**config.mk**
```make
export PLATFORM = sky130hd
export DESIGN_NAME = avsw_i2c_slave
export DESIGN_NICKNAME = d
export VERILOG_FILES = /design/src/rtl/avsw_pkg.sv /design/src/rtl/avsw_bus_sync.sv /design/src/rtl/avsw_link.sv /design/src/rtl/avsw_ctrl_bank.sv /design/src/rtl/avsw_chan_decode.sv /design/src/rtl/avsw_i2c_slave.sv
export SDC_FILE = /design/constraint.sdc
export NUM_CORES = 1
export LEC_CHECK = 0
export ABC_AREA = 0
export BUFFER_PORTS_ARGS = -buffer_cell sky130_fd_sc_hd__buf_2
export CORE_UTILIZATION = 35
export DETAILED_ROUTE_END_ITERATION = 16
export HOLD_SLACK_MARGIN = 0.1
export PLACE_DENSITY = 0.58
export SETUP_SLACK_MARGIN = 0.5
export SYNTH_ARGS = -nofsm -noshare
export SYNTH_HDL_FRONTEND = slang
export SYNTH_SLANG_ARGS = --single-unit
```
**constraint.sdc**
```tcl
create_clock -name clk -period 2.4 [get_ports clk]
set_input_delay 0 -clock clk [delete_from_list [all_inputs] [get_ports clk]]
set_output_delay 0 -clock clk [all_outputs]
set_load 0.05 [all_outputs]
```
**src/rtl/avsw_pkg.sv**
```systemverilog
package avsw_pkg;

   // Route code driven per output: which source feeds it.
   typedef enum logic [1:0] {
      ROUTE_MUTE  = 2'd0,
      ROUTE_LEFT  = 2'd1,
      ROUTE_RIGHT = 2'd2
   } route_e;

   // Stored control fields of one channel (the spare byte bit is dropped).
   typedef struct packed {
      logic [1:0] mode;
      logic       gp_hi;
      logic       gp_lo;
      logic       gain;
      logic [1:0] src;
   } ctl_t;

   localparam int CTL_W = $bits(ctl_t);

   typedef enum logic [2:0] {
      ST_IDLE,
      ST_ADDR,
      ST_AACK,
      ST_DATA,
      ST_DACK,
      ST_SKIP
   } link_st_e;

endpackage

```
**src/rtl/avsw_bus_sync.sv**
```systemverilog
module avsw_bus_sync #(
   parameter int STAGES = 2
) (
   input  logic clk,
   input  logic rst_n,
   input  logic scl_in,
   input  logic sda_in,
   output logic sda_s,
   output logic scl_rise,
   output logic scl_fall,
   output logic start_det,
   output logic stop_det
);

   if (STAGES < 2) begin : g_bad_stages
      $error("avsw_bus_sync: STAGES must be at least 2");
   end

   logic [STAGES-1:0] scl_ff;
   logic [STAGES-1:0] sda_ff;
   logic              scl_q;
   logic              sda_q;
   logic              scl_now;

   // Idle bus level is high on both lines, so reset to 1 to avoid false events.
   always_ff @(posedge clk or negedge rst_n) begin
      if (!rst_n) begin
         scl_ff <= '1;
         sda_ff <= '1;
         scl_q  <= 1'b1;
         sda_q  <= 1'b1;
      end else begin
         scl_ff <= {scl_ff[STAGES-2:0], scl_in};
         sda_ff <= {sda_ff[STAGES-2:0], sda_in};
         scl_q  <= scl_ff[STAGES-1];
         sda_q  <= sda_ff[STAGES-1];
      end
   end

   assign scl_now   = scl_ff[STAGES-1];
   assign sda_s     = sda_ff[STAGES-1];
   assign scl_rise  = scl_now & ~scl_q;
   assign scl_fall  = ~scl_now & scl_q;
   assign start_det = scl_now & scl_q & sda_q & ~sda_s;
   assign stop_det  = scl_now & scl_q & ~sda_q & sda_s;

endmodule

```
**src/rtl/avsw_link.sv**
```systemverilog
module avsw_link
   import avsw_pkg::*;
#(
   parameter logic [5:0] ADDR_HI = 6'b100100,
   parameter int         NUM_CH  = 2
) (
   input  logic              clk,
   input  logic              rst_n,
   input  logic              sda_s,
   input  logic              scl_rise,
   input  logic              scl_fall,
   input  logic              start_det,
   input  logic              stop_det,
   input  logic              addr_lsb,
   output logic              sda_oe,
   output logic [NUM_CH-1:0] wr_stb,
   output ctl_t              wr_ctl
);

   localparam int IDX_W = $clog2(NUM_CH + 1);

   if (NUM_CH < 1) begin : g_bad_ch
      $error("avsw_link: NUM_CH must be at least 1");
   end

   link_st_e         state;
   logic [3:0]       bitcnt;
   logic [7:0]       shreg;
   logic [IDX_W-1:0] idx;
   logic             addr_hit;
   logic             byte_done;

   assign addr_hit  = (shreg[7:1] == {ADDR_HI, addr_lsb}) && !shreg[0];
   assign byte_done = scl_fall && (bitcnt == 4'd8);
   assign wr_ctl    = '{mode: shreg[7:6], gp_hi: shreg[5], gp_lo: shreg[4],
                        gain: shreg[3], src: shreg[1:0]};

   always_ff @(posedge clk or negedge rst_n) begin
      if (!rst_n) begin
         state  <= ST_IDLE;
         bitcnt <= '0;
         shreg  <= '0;
         idx    <= '0;
         sda_oe <= 1'b0;
         wr_stb <= '0;
      end else begin
         wr_stb <= '0;
         if (start_det) begin
            state  <= ST_ADDR;
            bitcnt <= '0;
            idx    <= '0;
            sda_oe <= 1'b0;
         end else if (stop_det) begin
            state  <= ST_IDLE;
            sda_oe <= 1'b0;
         end else begin
            case (state)
               ST_ADDR, ST_DATA: begin
                  if (scl_rise && bitcnt != 4'd8) begin
                     shreg  <= {shreg[6:0], sda_s};
                     bitcnt <= bitcnt + 4'd1;
                  end
                  if (byte_done) begin
                     if (state == ST_ADDR) begin
                        if (addr_hit) begin
                           state  <= ST_AACK;
                           sda_oe <= 1'b1;
                        end else begin
                           state <= ST_SKIP;
                        end
                     end else if (int'(idx) < NUM_CH) begin
                        state  <= ST_DACK;
                        sda_oe <= 1'b1;
                        for (int c = 0; c < NUM_CH; c++) begin
                           wr_stb[c] <= (int'(idx) == c);
                        end
                     end else begin
                        state <= ST_SKIP;
                     end
                  end
               end
               ST_AACK, ST_DACK: begin
                  if (scl_fall) begin
                     sda_oe <= 1'b0;
                     bitcnt <= '0;
                     state  <= ST_DATA;
                     if (state == ST_DACK) idx <= idx + 1'b1;
                  end
               end
               default: ;
            endcase
         end
      end
   end

   // the acknowledge drive only begins right after a falling SCL edge
   assert_oe_after_fall_R12: assert property (@(posedge clk) disable iff (!rst_n)
      $rose(sda_oe) |-> $past(scl_fall));

   // a start always abandons any drive and reopens the address phase
   assert_start_restarts_R3: assert property (@(posedge clk) disable iff (!rst_n)
      start_det |=> (!sda_oe && state == ST_ADDR && bitcnt == 4'd0));

   // a stop returns to idle with the line released
   assert_stop_idle_R10: assert property (@(posedge clk) disable iff (!rst_n)
      (stop_det && !start_det) |=> (state == ST_IDLE && !sda_oe));

   // a register write happens only together with a fresh acknowledge
   assert_write_with_ack_R8: assert property (@(posedge clk) disable iff (!rst_n)
      (wr_stb != '0) |-> (sda_oe && !$past(sda_oe) && $onehot0(wr_stb)));

   // an ignored transfer never drives the line
   assert_skip_silent_R9: assert property (@(posedge clk) disable iff (!rst_n)
      (state == ST_SKIP) |=> (!sda_oe || $past(start_det)));

endmodule

```
**src/rtl/avsw_ctrl_bank.sv**
```systemverilog
module avsw_ctrl_bank
   import avsw_pkg::*;
#(
   parameter int NUM_CH = 2
) (
   input  logic              clk,
   input  logic              rst_n,
   input  logic [NUM_CH-1:0] wr_stb,
   input  ctl_t              wr_ctl,
   output ctl_t              regs_q [NUM_CH]
);

   for (genvar c = 0; c < NUM_CH; c++) begin : g_ch
      always_ff @(posedge clk or negedge rst_n) begin
         if (!rst_n)         regs_q[c] <= '0;
         else if (wr_stb[c]) regs_q[c] <= wr_ctl;
      end

      // without a write strobe the stored setting never moves
      assert_hold_R10: assert property (@(posedge clk) disable iff (!rst_n)
         !wr_stb[c] |=> $stable(regs_q[c]));
   end

endmodule

```
**src/rtl/avsw_chan_decode.sv**
```systemverilog
module avsw_chan_decode
   import avsw_pkg::*;
(
   input  ctl_t       ctl,
   output logic [1:0] vid_src,
   output logic       vid_gain,
   output logic [1:0] aud_src,
   output route_e     route_l,
   output route_e     route_r,
   output logic [1:0] gpo
);

   assign vid_src  = ctl.src;
   assign aud_src  = ctl.src;
   assign vid_gain = ctl.gain;
   assign gpo      = {ctl.gp_hi, ctl.gp_lo};

   always_comb begin
      unique case (ctl.mode)
         2'b00:   begin route_l = ROUTE_MUTE;  route_r = ROUTE_MUTE;  end
         2'b01:   begin route_l = ROUTE_RIGHT; route_r = ROUTE_RIGHT; end
         2'b10:   begin route_l = ROUTE_LEFT;  route_r = ROUTE_LEFT;  end
         default: begin route_l = ROUTE_LEFT;  route_r = ROUTE_RIGHT; end
      endcase
   end

   // a left output never carries the right source unless both are forced right
   always_comb begin
      assert_route_consistent_R5: assert (!(route_l == ROUTE_RIGHT && route_r != ROUTE_RIGHT));
   end

endmodule

```
**src/rtl/avsw_i2c_slave.sv**
```systemverilog
module avsw_i2c_slave
   import avsw_pkg::*;
#(
   parameter logic [5:0] ADDR_HI     = 6'b100100,
   parameter int         NUM_CH      = 2,
   parameter int         SYNC_STAGES = 2
) (
   input  logic                clk,
   input  logic                rst_n,
   input  logic                scl_in,
   input  logic                sda_in,
   input  logic                chip_sel,
   output logic                sda_oe,
   output logic [2*NUM_CH-1:0] vid_src,
   output logic [NUM_CH-1:0]   vid_gain,
   output logic [2*NUM_CH-1:0] aud_src,
   output logic [2*NUM_CH-1:0] aud_l_route,
   output logic [2*NUM_CH-1:0] aud_r_route,
   output logic [2*NUM_CH-1:0] gpo
);

   logic              sda_s;
   logic              scl_rise;
   logic              scl_fall;
   logic              start_det;
   logic              stop_det;
   logic [NUM_CH-1:0] wr_stb;
   ctl_t              wr_ctl;
   ctl_t              regs_q [NUM_CH];

   avsw_bus_sync #(.STAGES(SYNC_STAGES)) i_sync (
      .clk       (clk),
      .rst_n     (rst_n),
      .scl_in    (scl_in),
      .sda_in    (sda_in),
      .sda_s     (sda_s),
      .scl_rise  (scl_rise),
      .scl_fall  (scl_fall),
      .start_det (start_det),
      .stop_det  (stop_det)
   );

   avsw_link #(.ADDR_HI(ADDR_HI), .NUM_CH(NUM_CH)) i_link (
      .clk       (clk),
      .rst_n     (rst_n),
      .sda_s     (sda_s),
      .scl_rise  (scl_rise),
      .scl_fall  (scl_fall),
      .start_det (start_det),
      .stop_det  (stop_det),
      .addr_lsb  (chip_sel),
      .sda_oe    (sda_oe),
      .wr_stb    (wr_stb),
      .wr_ctl    (wr_ctl)
   );

   avsw_ctrl_bank #(.NUM_CH(NUM_CH)) i_bank (
      .clk    (clk),
      .rst_n  (rst_n),
      .wr_stb (wr_stb),
      .wr_ctl (wr_ctl),
      .regs_q (regs_q)
   );

   for (genvar c = 0; c < NUM_CH; c++) begin : g_dec
      route_e rl;
      route_e rr;
      avsw_chan_decode i_dec (
         .ctl      (regs_q[c]),
         .vid_src  (vid_src[2*c +: 2]),
         .vid_gain (vid_gain[c]),
         .aud_src  (aud_src[2*c +: 2]),
         .route_l  (rl),
         .route_r  (rr),
         .gpo      (gpo[2*c +: 2])
      );
      assign aud_l_route[2*c +: 2] = rl;
      assign aud_r_route[2*c +: 2] = rr;
   end

endmodule

```
### After elaboration in Yosys (flattened, before gate mapping)

Index checks and enable logic that the tools add are counted.

| word-level totals | value |
|---|---|
| word-level logic and storage cells | 110 |
| output and inout port bits | 23 |
| register bits | 40 |

| cells by class | value |
|---|---|
| bitwise operators | 13 |
| reductions and logical operators | 19 |
| order comparisons | 1 |
| $add $sub $neg | 2 |
| multiplexer cells | 36 |
| equal/unequal tests | 19 |

Operators with widths:

| operator | number |
|---|---|
| 2-bit 2-to-1 mux | 11 |
| 3-bit 2-to-1 mux | 6 |
| 4-bit 2-to-1 mux | 4 |
| 2-bit one-hot mux with 2 select lines | 4 |
| 4-bit AND reduction | 3 |
| 1-bit 2-to-1 mux | 8 |
| 4-bit by 1-bit inequality test with 1-bit output, second input constant | 2 |
| 4-bit one-hot mux with 2 select lines | 1 |
| 1-bit bitwise AND | 7 |
| 7-bit == test | 1 |
| 2-bit == test, second input constant | 3 |
| 3-bit by 2-bit == test with 1-bit output, second input constant | 2 |
| 2-bit zero test | 3 |
| 3-bit by 1-bit inequality test with 1-bit output, second input constant | 2 |
| 1-bit NOT | 6 |
| 3-bit one-hot mux with 2 select lines | 1 |
| 2-bit nonzero test | 3 |
| 5-bit by 1-bit inequality test with 1-bit output, second input constant | 1 |
| 5-bit by 2-bit inequality test with 1-bit output, second input constant | 1 |
| 5-bit AND reduction | 1 |
| 4-bit by 1-bit adder with 4-bit output, second input constant | 1 |
| 2-bit by 1-bit == test with 1-bit output, second input constant | 2 |
| 4-bit == test, second input constant | 1 |
| 4-bit inequality test, second input constant | 1 |
| 12 further kinds | 15 |

### Logic depth before layout (Yosys ltp)

Gate-level depths: netlist (run 1).

| depth | value |
|---|---|
| word-level depth | 8 |
| mapped depth | 7 |

### By module

Synthesis (run 1) repeated with hierarchy kept, for this count alone.

| unflattened totals | value |
|---|---|
| cells, all modules | 159 |
| area, all modules | 1,981.9 um^2 |

By module, submodules not included:

| module | sequential area each (um^2) | cells each | times used | area each (um^2) |
|---|---|---|---|---|
| avsw_link | 500.5 | 97 | 1 | 1,058.5 |
| avsw_ctrl_bank | 350.3 | 30 | 1 | 583.1 |
| avsw_bus_sync | 157.7 | 10 | 1 | 190.2 |
| avsw_chan_decode | 0.0 | 11 | 2 | 75.1 |

### Least setup slack after synthesis (run 1)

No wires, ideal clock.

| path | value |
|---|---|
| path kind | register -> register |
| start point | register i_link.bitcnt[0] |
| end point | register i_link.state[1] |
| arrival | 1.581 ns |
| cell stages (with the launch flop) | 7 |
| required time | 2.272 ns |
| path slack | 0.691 ns |
| period minus slack after synthesis | 1.709 ns |
| path through | dfrtp_1 -> inv_1 -> ha_1 -> nand3b_1 -> or2_0 -> a221o_1 -> mux2_1 |

| on the way | value |
|---|---|
| cells in the longest elaborated chain, start to end | 4 |

Ends and longest elaborated chain:

| item | RTL line | source |
|---|---|---|
| start, declared | avsw_link.sv:27 | `logic [3:0] bitcnt;` |
| start signal, assigned | avsw_link.sv:61 | `bitcnt <= bitcnt + 4'd1;` |
| 4-bit == test | avsw_link.sv:34 | `assign byte_done = scl_fall && (bitcnt == 4'd8);` |
| 1-bit logical AND | avsw_link.sv:34 |  |
| 4-bit by 1-bit inequality test with 1-bit output (no line) | n/a |  |
| 3-bit AND reduction (no line) | n/a |  |
| end signal, assigned | avsw_link.sv:40 | `state <= ST_IDLE;` |
| end signal, assigned | avsw_link.sv:49 | `state <= ST_ADDR;` |
| end signal, assigned | avsw_link.sv:54 | `state <= ST_IDLE;` |
| end, declared | avsw_link.sv:26 | `link_st_e state;` |

Every way passes these cells.
A chain may end at the register's enable or synchronous reset.

### Worst setup path after layout (run 1)

| path | value |
|---|---|
| start point | register i_link.bitcnt[1] |
| end point | register i_link.sda_oe |

| on the way | value |
|---|---|
| cells in the longest elaborated chain, start to end | 4 |

Ends and longest elaborated chain:

| item | RTL line | source |
|---|---|---|
| 4-bit == test | avsw_link.sv:34 |  |
| 1-bit logical AND | avsw_link.sv:34 |  |
| 4-bit by 1-bit inequality test with 1-bit output (no line) | n/a |  |
| 5-bit AND reduction (no line) | n/a |  |
| end signal, assigned | avsw_link.sv:44 | `sda_oe <= 1'b0;` |
| end signal, assigned | avsw_link.sv:52 | `sda_oe <= 1'b0;` |
| end signal, assigned | avsw_link.sv:55 | `sda_oe <= 1'b0;` |
| end, declared | avsw_link.sv:15 | `output logic sda_oe,` |

Every way passes these cells.

==> results of run 1 <==
what timing repair did:
item | in CTS | in global routing
hold buffers | 3 | 0
buffers inserted | 0 | 3
resized for setup | 0 | 4
endpoints found under the hold margin | 36 | 0
setup endpoints to repair | 0 | 3
per-layer routing:
metal | track usage | vias up | wire length (um)
met2 | 0.195 | 15 | 1460
met5 | 0 | - | 0
met4 | 0.0346 | 0 | 19
li1 | - | 613 | -
met1 | 0.160 | 612 | 1680
met3 | 0.0286 | 2 | 73
layout make-up:
class	count	area, um2	area share
Tap cell	70	87.6	0.0398
Inverter	8	30.0	0.0137
Timing Repair Buffer	33	188	0.0854
Clock inverter	3	42.5	0.0194
Multi-Input combinational cell	104	773	0.352
Clock buffer	5	68.8	0.0313
Sequential cell	40	1010	0.459
synthesized netlist by cell type (2+ instances only):
cell / n / area [um2]
dfrtp_1: 34 / 851
nand2_1: 26 / 97.6
buf_4: 16 / 120
mux2_2: 15 / 169
a21oi_1: 7 / 35.0
inv_1: 7 / 26.3
clkbuf_1: 6 / 22.5
dfstp_2: 6 / 158
ha_1: 4 / 50.1
nor2_1: 4 / 15.0
nor2b_1: 4 / 25.0
xnor2_1: 4 / 35.0
nor3b_1: 3 / 22.5
a2111oi_0: 2 / 17.5
a211o_1: 2 / 17.5
and3_1: 2 / 12.5
and4b_1: 2 / 20.0
mux2_1: 2 / 22.5
nand2b_1: 2 / 12.5
nand4_1: 2 / 12.5
nor3_1: 2 / 10.0
power by group through the flow:
stage	sequential (mW)	combinational, mW	clock (mW)
after floorplan	0.844	0.379	0
after global placement	0.903	0.410	0
after detailed placement	0.903	0.412	0
after CTS	0.891	0.416	0.558
after global routing	0.906	0.511	0.585
final	0.890	0.449	0.532
cells by family after synthesis:
family | Yosys count
flip-flops | 40
AO/OA/AOI/OAI | 20
buffers and inverters | 31
AND/OR/NAND/NOR | 57
adder cells (fa/ha/maj) | 4
multiplexers | 18
XOR/XNOR | 5
metrics by stage:
stage	hold slack [ns]	area, um2	total power, mW	worst slack, ns
final	0.357	2200	1.87	0.564
after CTS	0.346	2170	1.87	0.578
after global placement	0.106	2030	1.31	0.616
after detailed placement	0.109	2030	1.31	0.583
after global routing	0.343	2200	2.00	0.478
after floorplan	-0.296	1950	1.22	0.691
flip-flops by register name, indices dropped and copies added, names as in the netlist:
| register | count |
|---|---|
| i_bank.regs_q | 14 |
| i_link.bitcnt | 4 |
| i_link.idx | 2 |
| i_link.sda_oe | 1 |
| i_link.shreg | 8 |
| i_link.state | 3 |
| i_link.wr_stb | 2 |
| i_sync.scl_ff | 2 |
| i_sync.scl_q | 1 |
| i_sync.sda_ff | 2 |
| i_sync.sda_q | 1 |
cell usage in the layout (no fill, tap or decap), types with 3 or more instances in the layout:
cell type,netlist,routed
inv_1,7,7
clkbuf_8,0,5
nor3b_1,3,3
dlygate4sd3_1,0,3
nand2_1,26,26
xnor2_1,4,4
buf_4,16,3
dfrtp_1,34,34
ha_1,4,4
buf_2,1,27
dfstp_2,6,6
nor2_1,4,4
mux2_2,15,15
nor2b_1,4,4
a21oi_1,7,7
how the worst max path moves through the flow:
stage                           startpoint               to  slack (ns)  depth (start not counted)
after floorplan           i_link.bitcnt[0]  i_link.state[1]        0.69                          6
after detailed placement  i_link.bitcnt[0]  i_link.state[1]        0.58                          6
after global routing      i_link.bitcnt[1]    i_link.sda_oe        0.48                          6
after global placement    i_link.bitcnt[0]  i_link.state[1]        0.62                          6
after CTS                 i_link.bitcnt[0]  i_link.state[1]        0.58                          6
final                     i_link.bitcnt[1]    i_link.sda_oe        0.56                          6
==> impl_metrics.yaml, run 1 <==
status:
  outcome: "finished, final reports clean"
sta:
  worst_pin_slew_ns: 0.871
  skew_ns: 0.00539
  slew_violations: 0
  hold_viol_final: 0
  fin_setup_tns_ns: 0
  post-route-period-util: 0.765
  min_period_ns: 1.84
  relSlewSlack: 0.419
  fmax_ghz: 0.545
  rsz0062_at_grt: "true"
  setup_viol: 0
final_layout:
  drive_above_1_share: 0.347
  diodes: 0
  area.growth.synth_to_final_pct: 12.7
  layoutNonFillerInstCount: 263
  num-nets-final: 201
  final_util: 0.420
  num-fill-cells: 513
yosys:
  synth.distinct_cells: 44
  synthArstFlopShare: 1.00
  ys.flop_type: "dfrtp_1"
  ys_seq_area_frac: 0.517
  yosys.area_share.simple: 0.162
  postSynthNetCount: 184
  synthCells: 175
  yosys.area_share.xor_xnor: 0.0263
  netlist_area_um2: 1950
  syn_area_per_cell_um2: 11.1
  yosys_warnings: 0
  ys_ff_latch: 40
  synth_fa_ha_area_frac: 0.0257
  synth-edff-count: 0
  synth-compound-area-share: 0.0744
  synthMuxAreaShare: 0.103
  synth_top_family_by_area: "simple AND/OR/NAND/NOR gates"
setup_path:
  cp-start-kind: "register"
  crit_required_ns: 2.57
  path_buf_inv: 1
  rrSetupSlack_ns: 0.56
  cp_top_family: "compound AO/OA/AOI/OAI gates"
  critical_path_class: "reg -> reg"
  cp-end-kind: "register"
  cpMaxStageDelayCell: "a221o_1"
  cp_cell_sequence: "inv_1 > ha_1 > nand3b_1 > or2_1 > a221o_1 > a211o_1"
  r2r_start: "i_link.bitcnt[1]"
  worst_r2r_path_depth: 6
  slowest_delay_ns: 0.42
  rr_endpoint: "i_link.sda_oe"
  crit_arrival_ns: 2.00
  path_max_fanout: 4
global_route:
  grt_max_degree: 41
  grt_use_total: 0.121
  grt_pass1_wl_um: 5670
  grt_overflow: 0
  grt_pass1_vias: 1254
  antenna_found_initial: 0
floorplanning:
  ios: 28
  die-area_um2: 5880
  core-area_um2: 5240
  start_util: 0.372
  rows: 26
  die_w_um: 76.7
  die_y_um: 76.7
route:
  drt_wl_total_um: 3240
  routed_via_density: 4.72
  drt_iter0_drc: 43
  antenna_left: 0
  wl_per_cell_um: 12.3
  route.detailed.drc: 0
  drtPass1Iterations: 4
  vias: 1242
clocking:
  cts_buffer_depth: 2
  tritoncts: "yes"
  htree_levels: 2
  cts_made_buffers: 5
  cts.reportedPaths.clkPinSlew_ns: 0.07
  cts_root_buffer: "clkbuf_8"
  cts_sinks: 40
  clk-insertion-delay-late_ns: 0.28
power:
  power.internal_mw: 1.30
  swShare: 0.308
  powerDensity_nw_per_um2: 851
  seq_power_share: 0.476
  switchingPower_uw: 576
  p_comb_frac: 0.240
  ir_drop_mv: 0.593
  p_clk_frac: 0.284
  p_leak_nw: 1.13
min_path:
  hold_class: "in -> async"
job:
  drv_cap: 0
place:
  dp_cells: 249
  port_buffers: 27
  gp_congestion: 0.788
  dp_hpwl_um: 2320
No activity file was read; power rests on OpenSTA's default activity.
==> run 2: changes to the inputs <==
==> constraint.sdc (replaced) <==
create_clock -name clk -period 1.7 [get_ports clk]
set_input_delay 0 -clock clk [delete_from_list [all_inputs] [get_ports clk]]
set_output_delay 0 -clock clk [all_outputs]
set_load 0.05 [all_outputs]
==> impl_metrics.yaml, run 2 (same netlist as run 1, synthesis figures left out) <==
status:
  outcome: "finished, final reports clean"
power:
  seq_power_share: 0.381
  swShare: 0.325
  p_leak_nw: 1.33
  ir_drop_mv: 0.727
  p_clk_frac: 0.235
  power.internal_mw: 2.19
  switchingPower_mw: 1.05
  p_comb_frac: 0.384
  powerDensity_nw_per_um2: 1240
setup_path:
  critical_path_class: "reg -> reg"
  worst_r2r_path_depth: 6
  cp-end-kind: "register"
  path_max_fanout: 3
  r2r_start: "i_link.bitcnt[0]"
  crit_required_ns: 1.87
  cp-start-kind: "register"
  rrSetupSlack_ns: 0.0009
  rr_endpoint: "i_link.state[2]"
  crit_end: "i_link.state[2]"
  crit_arrival_ns: 1.87
  critPathLaunch: "i_link.bitcnt[0]"
final_layout:
  diodes: 0
  final_util: 0.500
  largest_reg_flops: 14
  layout_commonest_cell: "dfrtp_1"
  num-nets-final: 231
  top_regs: "i_bank.regs_q x14, i_link.shreg x8, i_link.bitcnt x4"
  multiInputGateArea_um2: 942
  largest-register: "i_bank.regs_q"
  seqCellArea_um2: 1010
  final_cell_mix: "31 x dfrtp_1, 27 x buf_2, 24 x buf_4, 23 x nand2_1, 14 x mux2_2"
  area.growth.synth_to_final_pct: 34.3
  num-fill-cells: 472
  finalInstanceArea_um2: 2620
  drive_above_1_share: 0.525
floorplanning:
  start_util: 0.372
  ios: 28
  core-area_um2: 5240
  die_w_um: 76.7
  rows: 26
  die-area_um2: 5880
  die_y_um: 76.7
sta:
  rsz0062_at_grt: "true"
  postLayoutSetupSlackWorst_ns: 0.000885
  skew_ns: 0.00455
  worst_pin_slew_ns: 0.496
  slew_violations: 0
  setup_viol: 0
  hold_slack_ns: 0.295
  relSlewSlack: 0.669
  min_period_ns: 1.70
  fmax_ghz: 0.589
  hold_viol_final: 0
  post-route-period-util: 0.999
route:
  wl_met2_um: 1780
  vias: 1372
  drt_iter0_drc: 35
  m1WireLength_um: 1890
  antenna_left: 0
  top_layer_used: "met4"
  wl_met3_um: 108
  routed_via_density: 4.68
  wl_per_cell_um: 13.0
  route.detailed.drc: 0
  drt_wl_total_um: 3810
  drtPass1Iterations: 4
clocking:
  cts_sinks: 40
  htree_levels: 2
  clk-insertion-delay-late_ns: 0.29
  cts_made_buffers: 5
  cts_root_buffer: "clkbuf_8"
  cts.reportedPaths.clkPinSlew_ns: 0.08
  tritoncts: "yes"
  cts_buffer_depth: 2
global_route:
  grt_pass1_wl_um: 6470
  grt_pass1_vias: 1382
  grt_max_degree: 41
  grt_use_total: 0.141
  antenna_found_initial: 0
  grt_overflow: 0
place:
  port_buffers: 27
  dp_hpwl_um: 2520
  place_ws_ns: -0.0217
  placed_cell_area_um2: 2240
  gp_congestion: 0.818
job:
  drv_cap: 0
min_path:
  hold_class: "in -> async"
==> run 2: area by class of cell <==
type                       count  share of cell area
clock buffer                   6              0.0277
multi-input combinational    104               0.360
inverter                       8              0.0115
timing repair buffer          63               0.168
clock inverter                 2              0.0134
sequential                    40               0.387
tap                           70              0.0334
==> run 2: how the worst min path moves through the flow <==
stage / from / endpoint / slack [ns] / cells after the start
after global placement: rst_n / i_link.bitcnt[1] / 0.09 / 2
after detailed placement: rst_n / i_link.bitcnt[1] / 0.09 / 2
after CTS: rst_n / i_link.shreg[2] / 0.31 / 3
after floorplan: rst_n / i_bank.regs_q[0] / -0.30 / 0
after global routing: scl_in / i_sync.scl_ff[0] / 0.35 / 2
final: rst_n / i_bank.regs_q[8] / 0.30 / 3
==> run 2: stage by stage <==
stage / TNS [ns] / power, mW / cells
after floorplan: -0.0159 / 1.83 / 175
after global placement: -0.0220 / 2.15 / 272
after detailed placement: -0.0539 / 2.15 / 272
after CTS: -0.0203 / 3.09 / 287
after global routing: -0.289 / 3.42 / 293
final: 0 / 3.24 / 293
==> run 2: power groups by stage <==
stage / sequential, mW / combinational [mW] / clock, mW
CTS: 1.23 / 1.07 / 0.786
global placement: 1.24 / 0.914 / 0
detailed placement: 1.24 / 0.915 / 0
finish: 1.24 / 1.25 / 0.762
global route: 1.26 / 1.35 / 0.813
floorplan: 1.20 / 0.625 / 0
==> run 2: timing repair <==
item / 4_1_cts / 5_1_grt
resized for setup: 16 / 21
pin swaps: 5 / 9
endpoints found under the hold margin: 36 / 0
buffers inserted: 4 / 6
setup endpoints to repair: 20 / 20
cloned: 0 / 0
hold buffers: 3 / 0
==> run 2: metal layers <==
| layer | track usage | vias up |
|---|---|---|
| met5 | 0 | - |
| met3 | 0.0321 | 4 |
| met2 | 0.220 | 23 |
| met4 | 0.0462 | 0 |
| li1 | - | 676 |
| met1 | 0.193 | 669 |
==> run 2: worst max-delay path: stages, from the launching register on <==
cell	delay [ns]
dfrtp_1	0.38
inv_1	0.05
ha_1	0.14
nand3b_1	0.10
or2_1	0.23
a221o_1	0.37
mux2_1	0.32
==> run 3: changes to the inputs <==
--- a/config.mk
+++ b/config.mk
@@ -7,8 +7,10 @@
 export LEC_CHECK = 0
 export ABC_AREA = 0
 export BUFFER_PORTS_ARGS = -buffer_cell sky130_fd_sc_hd__buf_2
+export CORE_MARGIN = 5
 export CORE_UTILIZATION = 35
 export DETAILED_ROUTE_END_ITERATION = 16
+export GPL_TIMING_DRIVEN = 0
 export HOLD_SLACK_MARGIN = 0.1
 export PLACE_DENSITY = 0.58
 export SETUP_SLACK_MARGIN = 0.5
==> impl_metrics.yaml, run 3 (same netlist as run 1, synthesis figures left out) <==
sta:
  rsz0062_at_grt: "true"
  min_period_ns: 1.74
  fmax_ghz: 0.573
  setup_viol: 3
  relSlewSlack: 0.634
  worst_pin_slew_ns: 0.549
  fin_setup_tns_ns: -0.0888
  slew_violations: 0
  skew_ns: 0.0112
  hold_viol_final: 0
  postLayoutSetupSlackWorst_ns: -0.0438
  post-route-period-util: 1.03
final_layout:
  top_regs: "i_bank.regs_q x14, i_link.shreg x8, i_link.bitcnt x4"
  largest-register: "i_bank.regs_q"
  num-fill-cells: 508
  drive_above_1_share: 0.543
  diodes: 0
  final_cell_mix: "33 x dfrtp_1, 26 x buf_4, 26 x buf_2, 17 x nand2_1, 14 x mux2_2"
  layout_commonest_cell: "dfrtp_1"
  finalInstanceArea_um2: 2660
  area.growth.synth_to_final_pct: 36.1
  num-nets-final: 238
  largest_reg_flops: 14
power:
  seq_power_share: 0.386
  p_clk_frac: 0.252
  power.internal_mw: 2.12
  p_comb_frac: 0.362
  swShare: 0.332
  p_total_mw: 3.18
  p_leak_nw: 1.39
  powerDensity_nw_per_um2: 1200
  ir_drop_mv: 0.470
  switchingPower_mw: 1.05
setup_path:
  crit_arrival_ns: 1.93
  cp-end-kind: "register"
  path_max_fanout: 3
  critical_path_class: "reg -> reg"
  crit_required_ns: 1.89
  cp-start-kind: "register"
route:
  vias: 1393
  wl_per_cell_um: 12.9
  drt_wl_total_um: 3890
  drt_iter0_drc: 62
  drtPass1Iterations: 4
  antenna_left: 0
  routed_via_density: 4.61
  route.detailed.drc: 0
floorplanning:
  ios: 28
  die_y_um: 84.7
  die_w_um: 84.7
  start_util: 0.356
  rows: 27
  core-area_um2: 5470
  die-area_um2: 7170
global_route:
  grt_pass1_vias: 1458
  grt_use_total: 0.112
  grt_max_degree: 41
  grt_overflow: 0
  antenna_found_initial: 0
  grt_pass1_wl_um: 6490
status:
  outcome: "finished, violations left"
  failed_checks: "negative setup slack"
job:
  drv_cap: 0
place:
  gp_congestion: 0.714
  placed_cell_area_um2: 2230
  port_buffers: 27
  place_ws_ns: -0.138
  dp_hpwl_um: 2460
clocking:
  htree_levels: 2
  cts_root_buffer: "clkbuf_8"
  tritoncts: "yes"
  clk-insertion-delay-late_ns: 0.30
  cts.reportedPaths.clkPinSlew_ns: 0.08
  cts_sinks: 40
  cts_buffer_depth: 2
  cts_made_buffers: 5
min_path:
  hold_class: "in -> async"
run 3: cell count changes in the layout (fill, tap and decap cells not counted), sizes merged:
cell,before,now
clkbuf,6,12
clkinv,1,2
run 3: path summary, 6_finish.rpt:
check,start,end,slack (ns),depth (start not counted)
setup / recovery,i_link.bitcnt[0],i_link.state[2],-0.04,6
max in group asynchronous,rst_n,i_link.state[0],1.04,2
setup reg to reg,i_link.bitcnt[0],i_link.state[2],-0.04,6
min in group clk,sda_in,i_sync.sda_ff[0],0.35,2
hold / removal,rst_n,i_link.sda_oe,0.25,2
hold reg to reg,i_sync.scl_ff[0],i_sync.scl_ff[1],0.36,0
run 3: power groups by stage:
| stage | combinational, mW | sequential [mW] | clock (mW) |
|---|---|---|---|
| 2_1_floorplan | 0.625 | 1.20 | 0 |
| 3_3_place_gp | 0.758 | 1.23 | 0 |
| 3_5_place_dp | 0.765 | 1.23 | 0 |
| 4_1_cts | 0.943 | 1.21 | 0.818 |
| 5_1_grt | 1.24 | 1.24 | 0.866 |
| 6_report | 1.15 | 1.23 | 0.800 |
run 3: routing by layer:
metal / part of all wire / global-route usage
met5: 0 / 0
met4: 0.013 / 0.0432
met3: 0.043 / 0.0334
met2: 0.49 / 0.189
met1: 0.45 / 0.135
run 3: cell type report:
type | count | area (um2) | area share
flip-flops and latches | 40 | 1010 | 0.380
multi-input cells | 104 | 931 | 0.351
repair buffers | 47 | 314 | 0.118
plain buffers | 23 | 164 | 0.0617
well taps | 72 | 90.1 | 0.0339
clock buffers | 5 | 68.8 | 0.0259
clock inverters | 3 | 47.5 | 0.0179
inverters | 8 | 30.0 | 0.0113
run 3: per-stage QoR:
stage,hold slack [ns],instances,utilization
2_1_floorplan,-0.296,175,-
3_3_place_gp,0.105,274,0.408
3_5_place_dp,0.106,274,0.408
4_1_cts,0.336,299,0.462
5_1_grt,0.322,302,0.485
6_report,0.246,302,0.485
run 3: repair_timing:
action / 4_1_cts / 5_1_grt
endpoints found under the hold margin: 36 / 0
buffers inserted: 13 / 3
hold buffers: 3 / 0
gates cloned: 1 / 0
pin swaps: 12 / 8
gates resized for setup: 17 / 27
endpoints found under the setup margin: 27 / 28
run 3: critical path, stage by stage, from the launching register on:
cell and delay [ns]:
dfrtp_1 0.40, inv_2 0.07, ha_4 0.11, nand3b_1 0.08, or2_1 0.26, a221o_1 0.39, mux2_4 0.32
